$ cat config.mk
export PLATFORM = sky130hd
export DESIGN_NAME = interval_timer_top
export DESIGN_NICKNAME = d
export VERILOG_FILES = /design/src/rtl/tmr_pkg.sv /design/src/rtl/tmr_modulus.sv /design/src/rtl/tmr_counter.sv /design/src/rtl/tmr_ctl.sv /design/src/rtl/interval_timer_top.sv
export SDC_FILE = /design/constraint.sdc
export NUM_CORES = 1
export LEC_CHECK = 0
export ABC_AREA = 1
export BUFFER_PORTS_ARGS = -buffer_cell sky130_fd_sc_hd__buf_2
export CORE_ASPECT_RATIO = 0.9
export CORE_MARGIN = 5
export CORE_UTILIZATION = 55
export DETAILED_ROUTE_END_ITERATION = 8
export GPL_TIMING_DRIVEN = 0
export PLACE_DENSITY = 0.72
export SYNTH_ARGS = -nofsm -noshare
export SYNTH_HDL_FRONTEND = slang
export SYNTH_HIERARCHICAL = 1
export SYNTH_SLANG_ARGS = --single-unit
$ cat constraint.sdc
create_clock -name clk -period 3.8 [get_ports clk]
set_input_delay 0.38 -clock clk [delete_from_list [all_inputs] [get_ports clk]]
set_output_delay 0.38 -clock clk [all_outputs]
set_load 0.1 [all_outputs]
$ cat src/rtl/tmr_pkg.sv
package tmr_pkg;
  localparam int unsigned CNT_W  = 16;
  localparam int unsigned ADDR_W = 3;
  // byte offsets
  localparam logic [ADDR_W-1:0] OFS_CTL_HI = 3'd0;
  localparam logic [ADDR_W-1:0] OFS_CTL_LO = 3'd1;
  localparam logic [ADDR_W-1:0] OFS_MOD_HI = 3'd2;
  localparam logic [ADDR_W-1:0] OFS_MOD_LO = 3'd3;
  localparam logic [ADDR_W-1:0] OFS_CNT_HI = 3'd4;
  localparam logic [ADDR_W-1:0] OFS_CNT_LO = 3'd5;
  // control bit positions
  localparam int unsigned BIT_EN   = 0;
  localparam int unsigned BIT_RLD  = 1;
  localparam int unsigned BIT_FLAG = 2;
  localparam int unsigned BIT_IE   = 3;

  typedef struct packed {
    logic ie;
    logic flag;
    logic rld;
    logic en;
  } ctl_t;
endpackage

$ cat src/rtl/tmr_modulus.sv
module tmr_modulus #(
  parameter int unsigned W = 16
) (
  input  logic         clk,
  input  logic         rst_n,
  input  logic [W/8-1:0] lane_wr,
  input  logic [7:0]   wdata,
  output logic [W-1:0] mod_q,
  output logic [W-1:0] mod_d
);
  localparam int unsigned NB = W / 8;

  for (genvar b = 0; b < NB; b++) begin : g_lane
    assign mod_d[b*8 +: 8] = lane_wr[b] ? wdata : mod_q[b*8 +: 8];
    always_ff @(posedge clk or negedge rst_n) begin
      if (!rst_n) mod_q[b*8 +: 8] <= 8'hFF;
      else        mod_q[b*8 +: 8] <= mod_d[b*8 +: 8];
    end
  end

  p_mod_hold_r2: assert property (@(posedge clk) disable iff (!rst_n)
    (lane_wr == '0) |=> $stable(mod_q));
endmodule

$ cat src/rtl/tmr_counter.sv
module tmr_counter #(
  parameter int unsigned W = 16
) (
  input  logic         clk,
  input  logic         rst_n,
  input  logic         adv,
  input  logic         reload_en,
  input  logic         load,
  input  logic [W-1:0] load_val,
  input  logic [W-1:0] mod_q,
  output logic [W-1:0] cnt_q,
  output logic         zero_evt
);
  localparam logic [W-1:0] ALL_ONES = '1;
  logic [W-1:0] step_val;
  logic         at_zero;

  assign at_zero  = (cnt_q == '0);
  assign step_val = at_zero ? (reload_en ? mod_q : ALL_ONES) : cnt_q - 1'b1;
  assign zero_evt = adv && (step_val == '0);

  always_ff @(posedge clk or negedge rst_n) begin
    if (!rst_n)    cnt_q <= ALL_ONES;
    else if (load) cnt_q <= load_val;
    else if (adv)  cnt_q <= step_val;
  end

  p_hold_r5: assert property (@(posedge clk) disable iff (!rst_n)
    (!adv && !load) |=> $stable(cnt_q));
  p_dec_r5: assert property (@(posedge clk) disable iff (!rst_n)
    (adv && !load && !at_zero) |=> (cnt_q == $past(cnt_q) - 1'b1));
  p_reload_r7: assert property (@(posedge clk) disable iff (!rst_n)
    (adv && !load && at_zero && reload_en) |=> (cnt_q == $past(mod_q)));
  p_wrap_r8: assert property (@(posedge clk) disable iff (!rst_n)
    (adv && !load && at_zero && !reload_en) |=> (cnt_q == ALL_ONES));
  p_load_r4: assert property (@(posedge clk) disable iff (!rst_n)
    load |=> (cnt_q == $past(load_val)));
endmodule

$ cat src/rtl/tmr_ctl.sv
module tmr_ctl
  import tmr_pkg::*;
(
  input  logic       clk,
  input  logic       rst_n,
  input  logic       wr_ctl,
  input  logic [7:0] wdata,
  input  logic       set_flag,
  output ctl_t       ctl_q
);
  always_ff @(posedge clk or negedge rst_n) begin
    if (!rst_n) begin
      ctl_q <= '0;
    end else begin
      if (wr_ctl) begin
        ctl_q.en  <= wdata[BIT_EN];
        ctl_q.rld <= wdata[BIT_RLD];
        ctl_q.ie  <= wdata[BIT_IE];
      end
      if (set_flag)                      ctl_q.flag <= 1'b1;
      else if (wr_ctl && wdata[BIT_FLAG]) ctl_q.flag <= 1'b0;
    end
  end

  p_flag_set_r6: assert property (@(posedge clk) disable iff (!rst_n)
    set_flag |=> ctl_q.flag);
  p_flag_sticky_r10: assert property (@(posedge clk) disable iff (!rst_n)
    (ctl_q.flag && !(wr_ctl && wdata[BIT_FLAG])) |=> ctl_q.flag);
  p_flag_clr_r10: assert property (@(posedge clk) disable iff (!rst_n)
    (wr_ctl && wdata[BIT_FLAG] && !set_flag) |=> !ctl_q.flag);
endmodule

$ cat src/rtl/interval_timer_top.sv
module interval_timer_top
  import tmr_pkg::*;
(
  input  logic              clk,
  input  logic              rst_n,
  input  logic              tick_en,
  input  logic              reg_wr,
  input  logic [ADDR_W-1:0] reg_addr,
  input  logic [7:0]        reg_wdata,
  output logic [7:0]        reg_rdata,
  output logic              irq_o
);
  localparam int unsigned NB = CNT_W / 8;

  ctl_t             ctl_q;
  logic [CNT_W-1:0] mod_q, mod_d, cnt_q;
  logic [NB-1:0]    lane_wr;
  logic             zero_evt, adv, mod_load, wr_ctl;

  assign wr_ctl     = reg_wr && (reg_addr == OFS_CTL_LO);
  assign lane_wr[1] = reg_wr && (reg_addr == OFS_MOD_HI);
  assign lane_wr[0] = reg_wr && (reg_addr == OFS_MOD_LO);
  assign mod_load   = (|lane_wr) && !ctl_q.en;
  assign adv        = ctl_q.en && tick_en;

  tmr_ctl u_ctl (
    .clk(clk), .rst_n(rst_n), .wr_ctl(wr_ctl), .wdata(reg_wdata),
    .set_flag(zero_evt), .ctl_q(ctl_q)
  );

  tmr_modulus #(.W(CNT_W)) u_mod (
    .clk(clk), .rst_n(rst_n), .lane_wr(lane_wr), .wdata(reg_wdata),
    .mod_q(mod_q), .mod_d(mod_d)
  );

  tmr_counter #(.W(CNT_W)) u_cnt (
    .clk(clk), .rst_n(rst_n), .adv(adv), .reload_en(ctl_q.rld),
    .load(mod_load), .load_val(mod_d), .mod_q(mod_q),
    .cnt_q(cnt_q), .zero_evt(zero_evt)
  );

  always_comb begin
    unique case (reg_addr)
      OFS_CTL_LO: reg_rdata = {4'h0, ctl_q};
      OFS_MOD_HI: reg_rdata = mod_q[15:8];
      OFS_MOD_LO: reg_rdata = mod_q[7:0];
      OFS_CNT_HI: reg_rdata = cnt_q[15:8];
      OFS_CNT_LO: reg_rdata = cnt_q[7:0];
      default:    reg_rdata = 8'h00;
    endcase
  end

  assign irq_o = ctl_q.flag && ctl_q.ie;

  p_irq_on_r9: assert property (@(posedge clk) disable iff (!rst_n)
    (zero_evt && ctl_q.ie && !wr_ctl) |=> irq_o);
  p_irq_gate_r9: assert property (@(posedge clk) disable iff (!rst_n)
    (!ctl_q.ie && !wr_ctl) |=> !irq_o);
  p_cnt_wr_r3: assert property (@(posedge clk) disable iff (!rst_n)
    (reg_wr && (reg_addr == OFS_CNT_LO || reg_addr == OFS_CNT_HI) && !tick_en)
      |=> $stable(cnt_q));
endmodule

== Yosys cells after proc, flatten, opt, wreduce, memory -nomap -nowiden ==
Index checks and enable logic that the tools add are counted.

* Add/sub/neg operators: 1
* Reduce and logical (&&, ||, !) cells: 14
* Mux-type cells: 9
* Equal/unequal tests: 5

{| class="wikitable"
|+ Operators by type and width
! cell !! count
|-
| 2-to-1 mux 16 bit || 4
|-
| one-hot mux 8 bit (5 select lines) || 1
|-
| logical NOT 16 bit || 2
|-
| 2-to-1 mux 8 bit || 2
|-
| subtractor 16 x 1 -> 16 bit, second input constant || 1
|-
| logical AND 1 bit || 8
|-
| equality test 3 x 2 -> 1 bit, second input constant || 2
|-
| equality test 3 bit, second input constant || 2
|-
| nonzero test 2 bit || 2
|-
| equality test 3 x 1 -> 1 bit, second input constant || 1
|-
| 2-to-1 mux 1 bit || 2
|-
| OR reduction 2 bit || 1
|-
| logical NOT 1 bit || 1
|}

* Word-level logic and storage cells: 36
* Flip-flop bits (word level): 36
* Bits of input ports: 15

== Logic depth before layout (Yosys ltp) ==
Gate-level depths: netlist of run 1.

* Depth after elaboration: 5
* Mapped depth: 17

== Cells and area by module ==
The synthesis of run 1 kept the hierarchy.

{| class="wikitable"
|+ By module, submodules not included
! module !! times used !! seq. area each (um2) !! area an instance (um2) !! cells an instance
|-
| tmr_counter || 1 || 420.4 || 1481.4 || 233
|-
| tmr_modulus || 1 || 420.4 || 630.6 || 68
|-
| interval_timer_top || 1 || 0.0 || 401.6 || 87
|-
| tmr_ctl || 1 || 100.1 || 152.6 || 17
|}

== Worst setup path after synthesis of run 1 ==
Ideal clock, no wire load.

* Path type: input -> output
* From: input reg_addr[2]
* To: output reg_rdata[4]
* Setup slack: 1.716 ns
* Required time: 3.420 ns
* Stages: 6
* Arrival: 1.704 ns
* Cells stage by stage: buf_2 -> inv_2 -> nand2_1 -> nor2_2 -> nand2_1 -> nand4_1

* Word-level cells in the longest chain between the ends: 2
* Elaborated cells on any way between the ends: 6

{| class="wikitable"
|+ RTL lines
! what !! RTL line !! text
|-
| start, declared || interval_timer_top.sv:8 || <nowiki>input logic [ADDR_W-1:0] reg_addr,</nowiki>
|-
| equality test 3 bit (tied with other cells) || interval_timer_top.sv:43 || <nowiki>unique case (reg_addr)</nowiki>
|-
| one-hot mux 8 bit (5 select lines) * || interval_timer_top.sv:43 ||
|-
| end, declared || interval_timer_top.sv:10 || <nowiki>output logic [7:0] reg_rdata,</nowiki>
|}

Every way passes the cells marked *; elsewhere a longest branch is shown, timed or not.

== Final worst setup path of run 1 ==
* From: input reg_addr[1]
* To: register u_cnt.cnt_q[10]

* Word-level cells in the longest chain between the ends: 5
* Elaborated cells on any way between the ends: 9

{| class="wikitable"
|+ RTL lines
! what !! RTL line !! text
|-
| equality test 3 x 2 -> 1 bit, on equally long branches || interval_timer_top.sv:22, interval_timer_top.sv:21 ||
|-
| logical AND 1 bit, on equally long branches || interval_timer_top.sv:22, interval_timer_top.sv:21 ||
|-
| OR reduction 2 bit * || interval_timer_top.sv:23 || <nowiki>assign mod_load = (|lane_wr) && !ctl_q.en;</nowiki>
|-
| logical AND 1 bit * || interval_timer_top.sv:23 ||
|-
| named net mod_load || interval_timer_top.sv:18 || <nowiki>logic zero_evt, adv, mod_load, wr_ctl;</nowiki>
|-
| 2-to-1 mux 16 bit / nonzero test 2 bit (equally long branches) || - ||
|-
| end signal, assigned || tmr_counter.sv:24 || <nowiki>else if (load) cnt_q <= load_val;</nowiki>
|-
| end signal, assigned || tmr_counter.sv:25 || <nowiki>else if (adv) cnt_q <= step_val;</nowiki>
|-
| end, declared || tmr_counter.sv:11 || <nowiki>output logic [W-1:0] cnt_q,</nowiki>
|}

The timed path passes the listed nets; every way through them passes the cells marked *.
A chain may end at the register's enable or synchronous reset.

==> results of run 1 <==
==> placed cells by master, fill, tap and decap left out, types with 7 or more instances in the layout <==
cell type	n
nand3_1	31
nor2_1	49
dfstp_2	32
inv_1	39
buf_2	26
clkbuf_8	7
a22oi_1	8
o21ai_0	12
nand2_1	146
inv_2	7
nand4_1	19
==> metrics by stage <==
stage | util (%) | area [um2]
4_1_cts | 62.4 | 2980
6_report | 62.4 | 2980
2_1_floorplan | - | 2670
3_3_place_gp | 59.7 | 2850
5_1_grt | 62.4 | 2980
3_5_place_dp | 59.7 | 2850
==> flip-flops by register name, indices dropped and copies added, names as in the netlist <==
| register | cells |
|---|---|
| u_mod/mod_q | 16 |
| u_ctl/ctl_q | 4 |
| u_cnt/cnt_q | 16 |
==> final cells by class <==
type / instances / area (um2) / area share [%]
Inverter: 46 / 173 / 5.80
Tap cell: 65 / 81.3 / 2.73
Multi-Input combinational cell: 310 / 1470 / 49.3
Clock inverter: 1 / 30.0 / 1.01
Buffer: 13 / 85.1 / 2.86
Clock buffer: 7 / 96.3 / 3.23
Timing Repair Buffer: 21 / 105 / 3.53
Sequential cell: 36 / 941 / 31.6
==> logic make-up (layout without fill, tap and decap cells) <==
family,after synthesis,in the layout
xor gates and xnor gates,1,1
AOI/OAI and AO/OA,38,38
adders and majority gates,2,2
DFF,36,36
buffers and inverters,59,88
and+or+nand+nor,269,269
==> final timing paths <==
path | start | end | slack [ns] | cells past startpoint
worst max register to register | u_cnt/cnt_q[1] | u_ctl/ctl_q[2] | 1.49 | 16
worst min-delay path | rst_n | u_ctl/ctl_q[1] | 0.18 | 1
min in group clk | reg_wdata[4] | u_mod/mod_q[12] | 0.32 | 3
worst max-delay path | reg_addr[1] | u_cnt/cnt_q[10] | 1.47 | 8
worst min register to register | u_mod/mod_q[11] | u_mod/mod_q[11] | 0.50 | 2
max in group asynchronous | rst_n | u_ctl/ctl_q[3] | 3.12 | 1
==> power by group through the flow <==
stage | clock network (mW) | logic, mW | registers (mW)
after floorplan | 0 | 0.860 | 0.693
after global placement | 0 | 1.06 | 0.767
after detailed placement | 0 | 1.08 | 0.767
after CTS | 0.382 | 1.09 | 0.763
after global routing | 0.398 | 1.20 | 0.786
final | 0.370 | 1.10 | 0.771
==> worst max-delay path, stage by stage <==
cell and delay, ns:
buf_2 0.11, buf_2 0.18, nand2_1 0.12, nor3_1 0.06, clkbuf_1 0.26, nor2_1 0.76, inv_1 0.37, o221ai_1 0.30
==> layer usage <==
layer	up-vias	share of wire, %
met2	154	46
met1	1329	44
met3	14	8.4
met5	-	0
li1	1367	-
met4	0	1.4
==> impl_metrics.py, run 1 <==
metrics = {
    "power_and_ir_drop": {
        "finalPower_mw": 2.25,
        "power_frac_comb_pct": 49.2,
        "seqPwrFrac_pct": 34.4,
        "power.leakage_nw": 1.48,
        "switchingPower_mw": 1.10,
        "swShare_pct": 49.0,
        "power.density_nw_per_um2": 754,
        "p_int_mw": 1.15,
        "clock_power_share_pct": 16.5,
        "vdd_drop_max_uv": 357,
    },
    "grt": {
        "grt_pass1_vias": 2587,
        "busiest_layer": "met2",
        "grt_util_met1_pct": 36.3,
        "met3_usage_pct": 3.57,
        "grt.overflow.total": 0,
        "antenna_found_initial": 0,
        "grt_pass1_wl_mm": 13.0,
        "grt_max_degree": 37,
        "grt_use_met2_pct": 41.7,
        "gr-usage-all-layers_pct": 26.1,
    },
    "worst_setup_path": {
        "cp-start-kind": "primary input",
        "worstPathArrival_ns": 2.54,
        "critical_path.max_fanout": 10,
        "cp.required_ns": 4.01,
        "endpoint_kind": "flop",
        "critPathKind": "in2reg",
    },
    "floorplan": {
        "start_util_pct": 55.8,
        "fp.dieH_um": 76.1,
        "die_x_um": 83.4,
        "die_area_um2": 6340,
        "design.portCount": 24,
        "coreArea_um2": 4770,
        "rows": 24,
    },
    "timing": {
        "maxSlewHeadroom_pct": 37.0,
        "fin_crit_sh_pct": 61.4,
        "rsz0062_at_grt": "no",
        "timing.fmax_mhz": 428,
        "setup_violations": 0,
        "min_period_ns": 2.33,
        "slew_viol_final": 0,
        "tns_ns": 0,
        "worstMarginPinSlew_ns": 0.936,
        "timing.hold.ws_ns": 0.178,
        "hold_viol_final": 0,
        "skew_ns": 0.00439,
        "final.setup.worst_slack_ns": 1.47,
    },
    "synth": {
        "async_flop_share_pct": 100,
        "synth_commonest_cells": "146 x nand2_1, 49 x nor2_1, 39 x inv_1, 32 x dfstp_2, 31 x nand3_1",
        "yosysUniqueCellTypes": 29,
        "ys_ff_latch": 36,
        "yosys_warnings": 6,
        "synth-simple-area-share_pct": 44.7,
        "yosysMostFrequentCell": "nand2_1",
        "synth_fp_nets": 422,
        "synth_mux_area_share_pct": 0,
        "netlist_instances": 405,
        "synth_area_leaders": "dfstp_2 32%, nand2_1 21%, nor2_1 6.9%",
        "ys_seq_area_share_pct": 35.3,
        "synth_edf_count": 0,
        "ys.flop_type": "dfstp_2",
        "synth_top_area_share_pct": 31.5,
        "synth-adder-area-share_pct": 0.939,
        "synth_top_area_cell": "dfstp_2",
        "syn_avg_cell_area_um2": 6.58,
        "synth_compound_area_share_pct": 9.06,
        "synth_xor_area_share_pct": 0.328,
        "synthesis.area_um2": 2670,
        "synth_top_family_by_area": "simple AND/OR/NAND/NOR gates",
    },
    "final_layout": {
        "fill_cells": 455,
        "stdcell_count": 499,
        "syn2layout_area_growth_pct": 11.7,
        "num-nets-final": 450,
        "drive_gt1_share_pct": 22.4,
        "antenna_cells": 0,
    },
    "drt": {
        "via_count": 2864,
        "drtIter0Drc": 337,
        "dr.pass1.iters": 5,
        "viasPerCell": 5.74,
        "ant_nets": 0,
        "drc": 0,
        "routed_wl_mm": 8.28,
        "wire_per_inst_um": 16.6,
    },
    "placement": {
        "dp_hpwl_mm": 6.23,
        "dpl.cell_count": 491,
        "port_buffers": 21,
        "globalplace.congestion": 0.935,
        "pre_cts_ws_ns": 1.29,
    },
    "clock_network": {
        "clock_latency_ns": 0.29,
        "path_clk_slew_ns": 0.07,
        "cts.htree.levels": 2,
        "cts.sinks": 36,
        "cts_buffers": 5,
        "clockBufferDepth": 2,
        "cts_tree": "done",
        "post_cts_buffers": 0,
        "ctsResizeCount": 0,
        "cts_hold_buf": 0,
        "cts.root.buffer_cell": "clkbuf_8",
    },
    "run": {
        "drv_cap": 0,
    },
    "worst_hold_path": {
        "hold_path_class": "in2async",
    },
    "status": {
        "outcome": "finished clean",
    },
}
No activity file was read; power rests on OpenSTA's default activity.
==> run 2, diff against run 1 <==
--- a/config.mk
+++ b/config.mk
@@ -9,10 +9,10 @@
 export BUFFER_PORTS_ARGS = -buffer_cell sky130_fd_sc_hd__buf_2
 export CORE_ASPECT_RATIO = 0.9
 export CORE_MARGIN = 5
-export CORE_UTILIZATION = 55
+export CORE_UTILIZATION = 54
 export DETAILED_ROUTE_END_ITERATION = 8
 export GPL_TIMING_DRIVEN = 0
-export PLACE_DENSITY = 0.72
+export PLACE_DENSITY = 0.73
 export SYNTH_ARGS = -nofsm -noshare
 export SYNTH_HDL_FRONTEND = slang
 export SYNTH_HIERARCHICAL = 1
==> constraint.sdc (replaced) <==
create_clock -name clk -period 2 [get_ports clk]
set_input_delay 0.2 -clock clk [delete_from_list [all_inputs] [get_ports clk]]
set_output_delay 0.2 -clock clk [all_outputs]
set_load 0.1 [all_outputs]
==> impl_metrics.py, run 2 (synthesis gave the netlist of run 1 again) <==
metrics = {
    "status": {
        "outcome": "complete, but fails checks",
        "violations": "setup timing",
    },
    "worst_setup_path": {
        "critical_path.max_fanout": 7,
        "cp-start-kind": "flop",
        "worstPathArrival_ns": 2.26,
        "critPathKind": "reg2reg",
        "cp.required_ns": 2.23,
        "startpoint": "u_cnt/cnt_q[0]",
        "endpoint_kind": "flop",
        "r2r-start": "u_cnt/cnt_q[0]",
    },
    "grt": {
        "grt.overflow.total": 0,
        "gr-usage-all-layers_pct": 26.6,
        "grt_max_degree": 37,
        "antenna_found_initial": 0,
        "grt_pass1_vias": 2683,
        "grt_pass1_wl_mm": 13.6,
    },
    "drt": {
        "drtIter0Drc": 378,
        "routed_wl_mm": 8.62,
        "ant_nets": 0,
        "wire_per_inst_um": 16.9,
        "viasPerCell": 5.73,
        "dr.pass1.iters": 5,
        "drc": 0,
        "via_count": 2919,
    },
    "clock_network": {
        "cts.htree.levels": 2,
        "clock_latency_ns": 0.29,
        "clockBufferDepth": 2,
        "cts_buffers": 5,
        "cts_tree": "done",
        "path_clk_slew_ns": 0.07,
        "cts.sinks": 36,
        "cts.root.buffer_cell": "clkbuf_8",
    },
    "floorplan": {
        "coreArea_um2": 4800,
        "fp.dieH_um": 76.7,
        "rows": 24,
        "die_area_um2": 6440,
        "start_util_pct": 55.5,
        "design.portCount": 24,
        "die_x_um": 84.1,
    },
    "worst_hold_path": {
        "hold_path_class": "in2async",
    },
    "timing": {
        "hold_viol_final": 0,
        "final.setup.worst_slack_ns": -0.0241,
        "timing.hold.ws_ns": 0.00277,
        "fin_crit_sh_pct": 101,
        "worstMarginPinSlew_ns": 0.961,
        "rsz0062_at_grt": "yes",
        "setup_violations": 1,
        "maxSlewHeadroom_pct": 35.3,
        "timing.fmax_mhz": 494,
        "tns_ns": -0.0241,
        "min_period_ns": 2.02,
        "skew_ns": 0.00646,
        "slew_viol_final": 0,
    },
    "final_layout": {
        "largestRegisters": "u_cnt/cnt_q: 16 flops, u_mod/mod_q: 16 flops, u_ctl/ctl_q: 4 flops",
        "antenna_cells": 0,
        "syn2layout_area_growth_pct": 16.8,
        "drive_gt1_share_pct": 26.6,
        "layout_common_cells": "145 x nand2_1, 43 x nor2_1, 38 x inv_1",
        "utilization_pct": 64.8,
        "stdcell_count": 509,
        "layout_commonest_cell": "nand2_1",
        "num-nets-final": 460,
    },
    "placement": {
        "globalplace.congestion": 0.916,
        "dp_hpwl_mm": 6.31,
        "dpl.cell_count": 491,
        "port_buffers": 21,
    },
    "run": {
        "drv_cap": 0,
    },
    "power_and_ir_drop": {
        "power.density_nw_per_um2": 1440,
        "finalPower_mw": 4.49,
        "vdd_drop_max_uv": 720,
        "power.leakage_nw": 1.54,
    },
}
run 2: path summary, 6_finish.rpt:
check / to / slack (ns) / cells past startpoint
setup reg to reg: u_ctl/ctl_q[2] / -0.02 / 16
min in group clk: u_mod/mod_q[12] / 0.13 / 3
setup / recovery: u_ctl/ctl_q[2] / -0.02 / 16
hold reg to reg: u_mod/mod_q[10] / 0.50 / 2
hold / removal: u_ctl/ctl_q[3] / 0.003 / 1
max in group asynchronous: u_ctl/ctl_q[1] / 1.48 / 1
run 2: layer usage:
metal	GRT usage, %	vias up	routed length, um
met3	6.11	19	739
met1	35.9	1352	3590
met5	0	-	0
met2	42.5	164	4110
met4	7.88	0	172
li1	-	1384	-
run 2: timing repair:
item / CTS / global route
pin swaps: 1 / 6
cloned: 0 / 1
hold buffers: 0 / 0
resized for setup: 5 / 16
buffers inserted: 0 / 9
setup endpoints to repair: 14 / 7
run 2: final cells by class:
type                            count  area (um2)
Clock inverter                      2        35.0
Buffer                             13        91.3
Clock buffer                        6        72.6
Sequential cell                    36         941
Fill cell                         471        1690
Multi-Input combinational cell    310        1520
Timing Repair Buffer               31         200
Inverter                           46         178
Tap cell                           65        81.3
run 2: through the flow:
step / instance area, um2 / setup WS (ns)
2_1_floorplan: 2670 / 0.256
3_3_place_gp: 2850 / -0.299
3_5_place_dp: 2850 / -0.332
4_1_cts: 2970 / -0.130
5_1_grt: 3110 / -0.134
6_report: 3110 / -0.0241
run 2: critical path: stages (launching register included):
cell	delay (ns)
dfstp_2	0.56
inv_4	0.06
ha_4	0.16
nand2_4	0.07
nor2_4	0.04
nand2_4	0.11
buf_8	0.12
nand2_1	0.07
nand2_2	0.07
nand2_1	0.07
nor2_2	0.15
nand2_1	0.06
nor2_1	0.11
nand2_1	0.07
nor2_2	0.12
inv_1	0.04
nand2_1	0.06
run 2: power by group:
part	leakage (nW)	total [mW]	internal, mW	switching (mW)
sequential	0.385	1.46	1.11	0.353
clock	0.0552	0.637	0.370	0.267
combinational	1.10	2.40	0.803	1.59
==> run 3, diff against run 2 <==
--- a/config.mk
+++ b/config.mk
@@ -7,12 +7,12 @@
 export LEC_CHECK = 0
 export ABC_AREA = 1
 export BUFFER_PORTS_ARGS = -buffer_cell sky130_fd_sc_hd__buf_2
-export CORE_ASPECT_RATIO = 0.9
+export CORE_ASPECT_RATIO = 2
 export CORE_MARGIN = 5
-export CORE_UTILIZATION = 54
+export CORE_UTILIZATION = 31
 export DETAILED_ROUTE_END_ITERATION = 8
 export GPL_TIMING_DRIVEN = 0
-export PLACE_DENSITY = 0.73
+export PLACE_DENSITY = 0.46
 export SYNTH_ARGS = -nofsm -noshare
 export SYNTH_HDL_FRONTEND = slang
 export SYNTH_HIERARCHICAL = 1
==> impl_metrics.py, run 3 (synthesis gave the netlist of run 1 again) <==
metrics = {
    "power_and_ir_drop": {
        "power.leakage_nw": 1.66,
        "vdd_drop_max_uv": 548,
        "seqPwrFrac_pct": 27.1,
        "switchingPower_mw": 2.52,
        "p_int_mw": 2.76,
        "power.density_nw_per_um2": 1520,
        "power_frac_comb_pct": 57.7,
        "finalPower_mw": 5.28,
        "swShare_pct": 47.8,
        "clock_power_share_pct": 15.1,
    },
    "timing": {
        "min_period_ns": 1.98,
        "worstMarginPinSlew_ns": 1.27,
        "rsz0062_at_grt": "yes",
        "skew_ns": 0.00526,
        "fin_crit_sh_pct": 98.8,
        "timing.fmax_mhz": 506,
        "setup_violations": 0,
        "maxSlewHeadroom_pct": 14.5,
        "slew_viol_final": 0,
        "hold_viol_final": 0,
        "final.setup.worst_slack_ns": 0.0245,
    },
    "placement": {
        "port_buffers": 21,
        "pre_cts_ws_ns": -0.450,
        "globalplace.congestion": 0.899,
        "dpl.cell_count": 526,
        "dp_hpwl_mm": 7.64,
    },
    "floorplan": {
        "fp.dieH_um": 141,
        "coreArea_um2": 8530,
        "die_area_um2": 10700,
        "rows": 48,
        "design.portCount": 24,
        "die_x_um": 75.6,
        "start_util_pct": 31.3,
    },
    "final_layout": {
        "antenna_cells": 0,
        "largestRegisters": "u_cnt/cnt_q: 16 flops, u_mod/mod_q: 16 flops, u_ctl/ctl_q: 4 flops",
        "drive_gt1_share_pct": 34.5,
        "syn2layout_area_growth_pct": 30.0,
        "layout_common_cells": "130 x nand2_1, 38 x nor2_1, 37 x inv_1",
        "utilization_pct": 40.6,
        "stdcell_count": 558,
        "num-nets-final": 474,
        "layout_commonest_cell": "nand2_1",
    },
    "clock_network": {
        "cts_tree": "done",
        "cts.htree.levels": 2,
        "cts.root.buffer_cell": "clkbuf_16",
        "clockBufferDepth": 2,
        "cts_buffers": 5,
        "clock_latency_ns": 0.28,
        "path_clk_slew_ns": 0.06,
        "cts.sinks": 36,
    },
    "worst_setup_path": {
        "cp_slowest_cell": "dfstp_2",
        "cp-start-kind": "flop",
        "critical_path.max_fanout": 5,
        "worstPathArrival_ns": 2.20,
        "endpoint_kind": "flop",
        "critPathBufInv": 3,
        "critPathKind": "reg2reg",
        "crit_path_cell_trace": "clkinv_4 > ha_4 > nand2_4 > nor2_4 > nand2_4 > buf_8 > nand2_4 > nand2_2 > nand2_2 > nor2_4 > nand2_2 > nor2_1 > nand2_1 > nor2_2 > inv_1 > nand2_1",
        "path_delay_family": "simple AND/OR/NAND/NOR gates",
        "cpPeakStageDelay_ns": 0.56,
        "cp.required_ns": 2.22,
    },
    "grt": {
        "grt_pass1_wl_mm": 15.7,
        "grt.overflow.total": 0,
        "grt_max_degree": 37,
        "antenna_found_initial": 0,
        "gr-usage-all-layers_pct": 20.4,
        "grt_pass1_vias": 2854,
    },
    "drt": {
        "drtIter0Drc": 180,
        "drc": 0,
        "wire_per_inst_um": 18.1,
        "routed_wl_mm": 10.1,
        "ant_nets": 0,
        "dr.pass1.iters": 5,
        "via_count": 2817,
        "viasPerCell": 5.05,
    },
    "worst_hold_path": {
        "hold_path_class": "in2async",
    },
    "status": {
        "outcome": "finished clean",
    },
    "run": {
        "drv_cap": 0,
    },
}
-- run 3: repair_timing --
action                                  4_1_cts  5_1_grt
gates resized for setup                      23       40
cloned                                        1        0
hold buffers                                  0        0
setup buffers                                20        4
endpoints found under the setup margin       14       12
pin swaps                                    18       16
-- run 3: power groups by stage --
stage | sequential (mW) | combinational, mW | clock (mW)
after floorplan | 1.32 | 1.63 | 0
after global placement | 1.51 | 2.08 | 0
after detailed placement | 1.50 | 2.08 | 0
after CTS | 1.43 | 2.63 | 0.809
after global routing | 1.47 | 3.34 | 0.838
final | 1.43 | 3.05 | 0.798
-- run 3: path summary, 6_finish.rpt --
| kind | startpoint | end | slack [ns] | depth (start not counted) |
|---|---|---|---|---|
| max in group asynchronous | rst_n | u_ctl/ctl_q[2] | 1.46 | 1 |
| min in group clk | reg_wdata[6] | u_mod/mod_q[6] | 0.16 | 3 |
| hold reg to reg | u_mod/mod_q[6] | u_mod/mod_q[6] | 0.49 | 2 |
| hold / removal | rst_n | u_ctl/ctl_q[0] | 0.02 | 1 |
| setup reg to reg | u_cnt/cnt_q[1] | u_ctl/ctl_q[2] | 0.02 | 16 |
| setup / recovery | u_cnt/cnt_q[1] | u_ctl/ctl_q[2] | 0.02 | 16 |
-- run 3: routing by layer --
layer	track usage (%)	wire, um	vias up
met5	0	0	-
met4	11.0	496	0
met3	2.21	322	24
met2	36.3	5650	74
met1	22.4	3650	1305
li1	-	-	1414
-- run 3: layout make-up --
type | count | area, um2
multi-input combinational | 310 | 1670
clock buffer | 8 | 146
sequential | 36 | 941
fill | 950 | 5060
timing repair buffer | 45 | 313
buffer | 13 | 95.1
inverter | 46 | 180
tap | 100 | 125
-- run 3: worst register-to-register path, cell delays in order, from the launching register on --
cell      delay [ns]
dfstp_2         0.56
clkinv_4        0.08
ha_4            0.17
nand2_4         0.06
nor2_4          0.04
nand2_4         0.10
buf_8           0.14
nand2_4         0.05
nand2_2         0.07
nand2_2         0.07
nor2_4          0.13
nand2_2         0.08
nor2_1          0.10
nand2_1         0.07
nor2_2          0.11
inv_1           0.06
nand2_1         0.05
-- run 3: metrics by stage --
stage / TNS [ns] / cell area (um2) / hold slack, ns
CTS: 0 / 3320 / 0.0413
finish: 0 / 3470 / 0.0171
global route: -0.0465 / 3470 / 0.0878
detailed placement: -5.13 / 2900 / 0.341
global placement: -6.10 / 2900 / 0.337
floorplan: 0 / 2670 / -0.0956
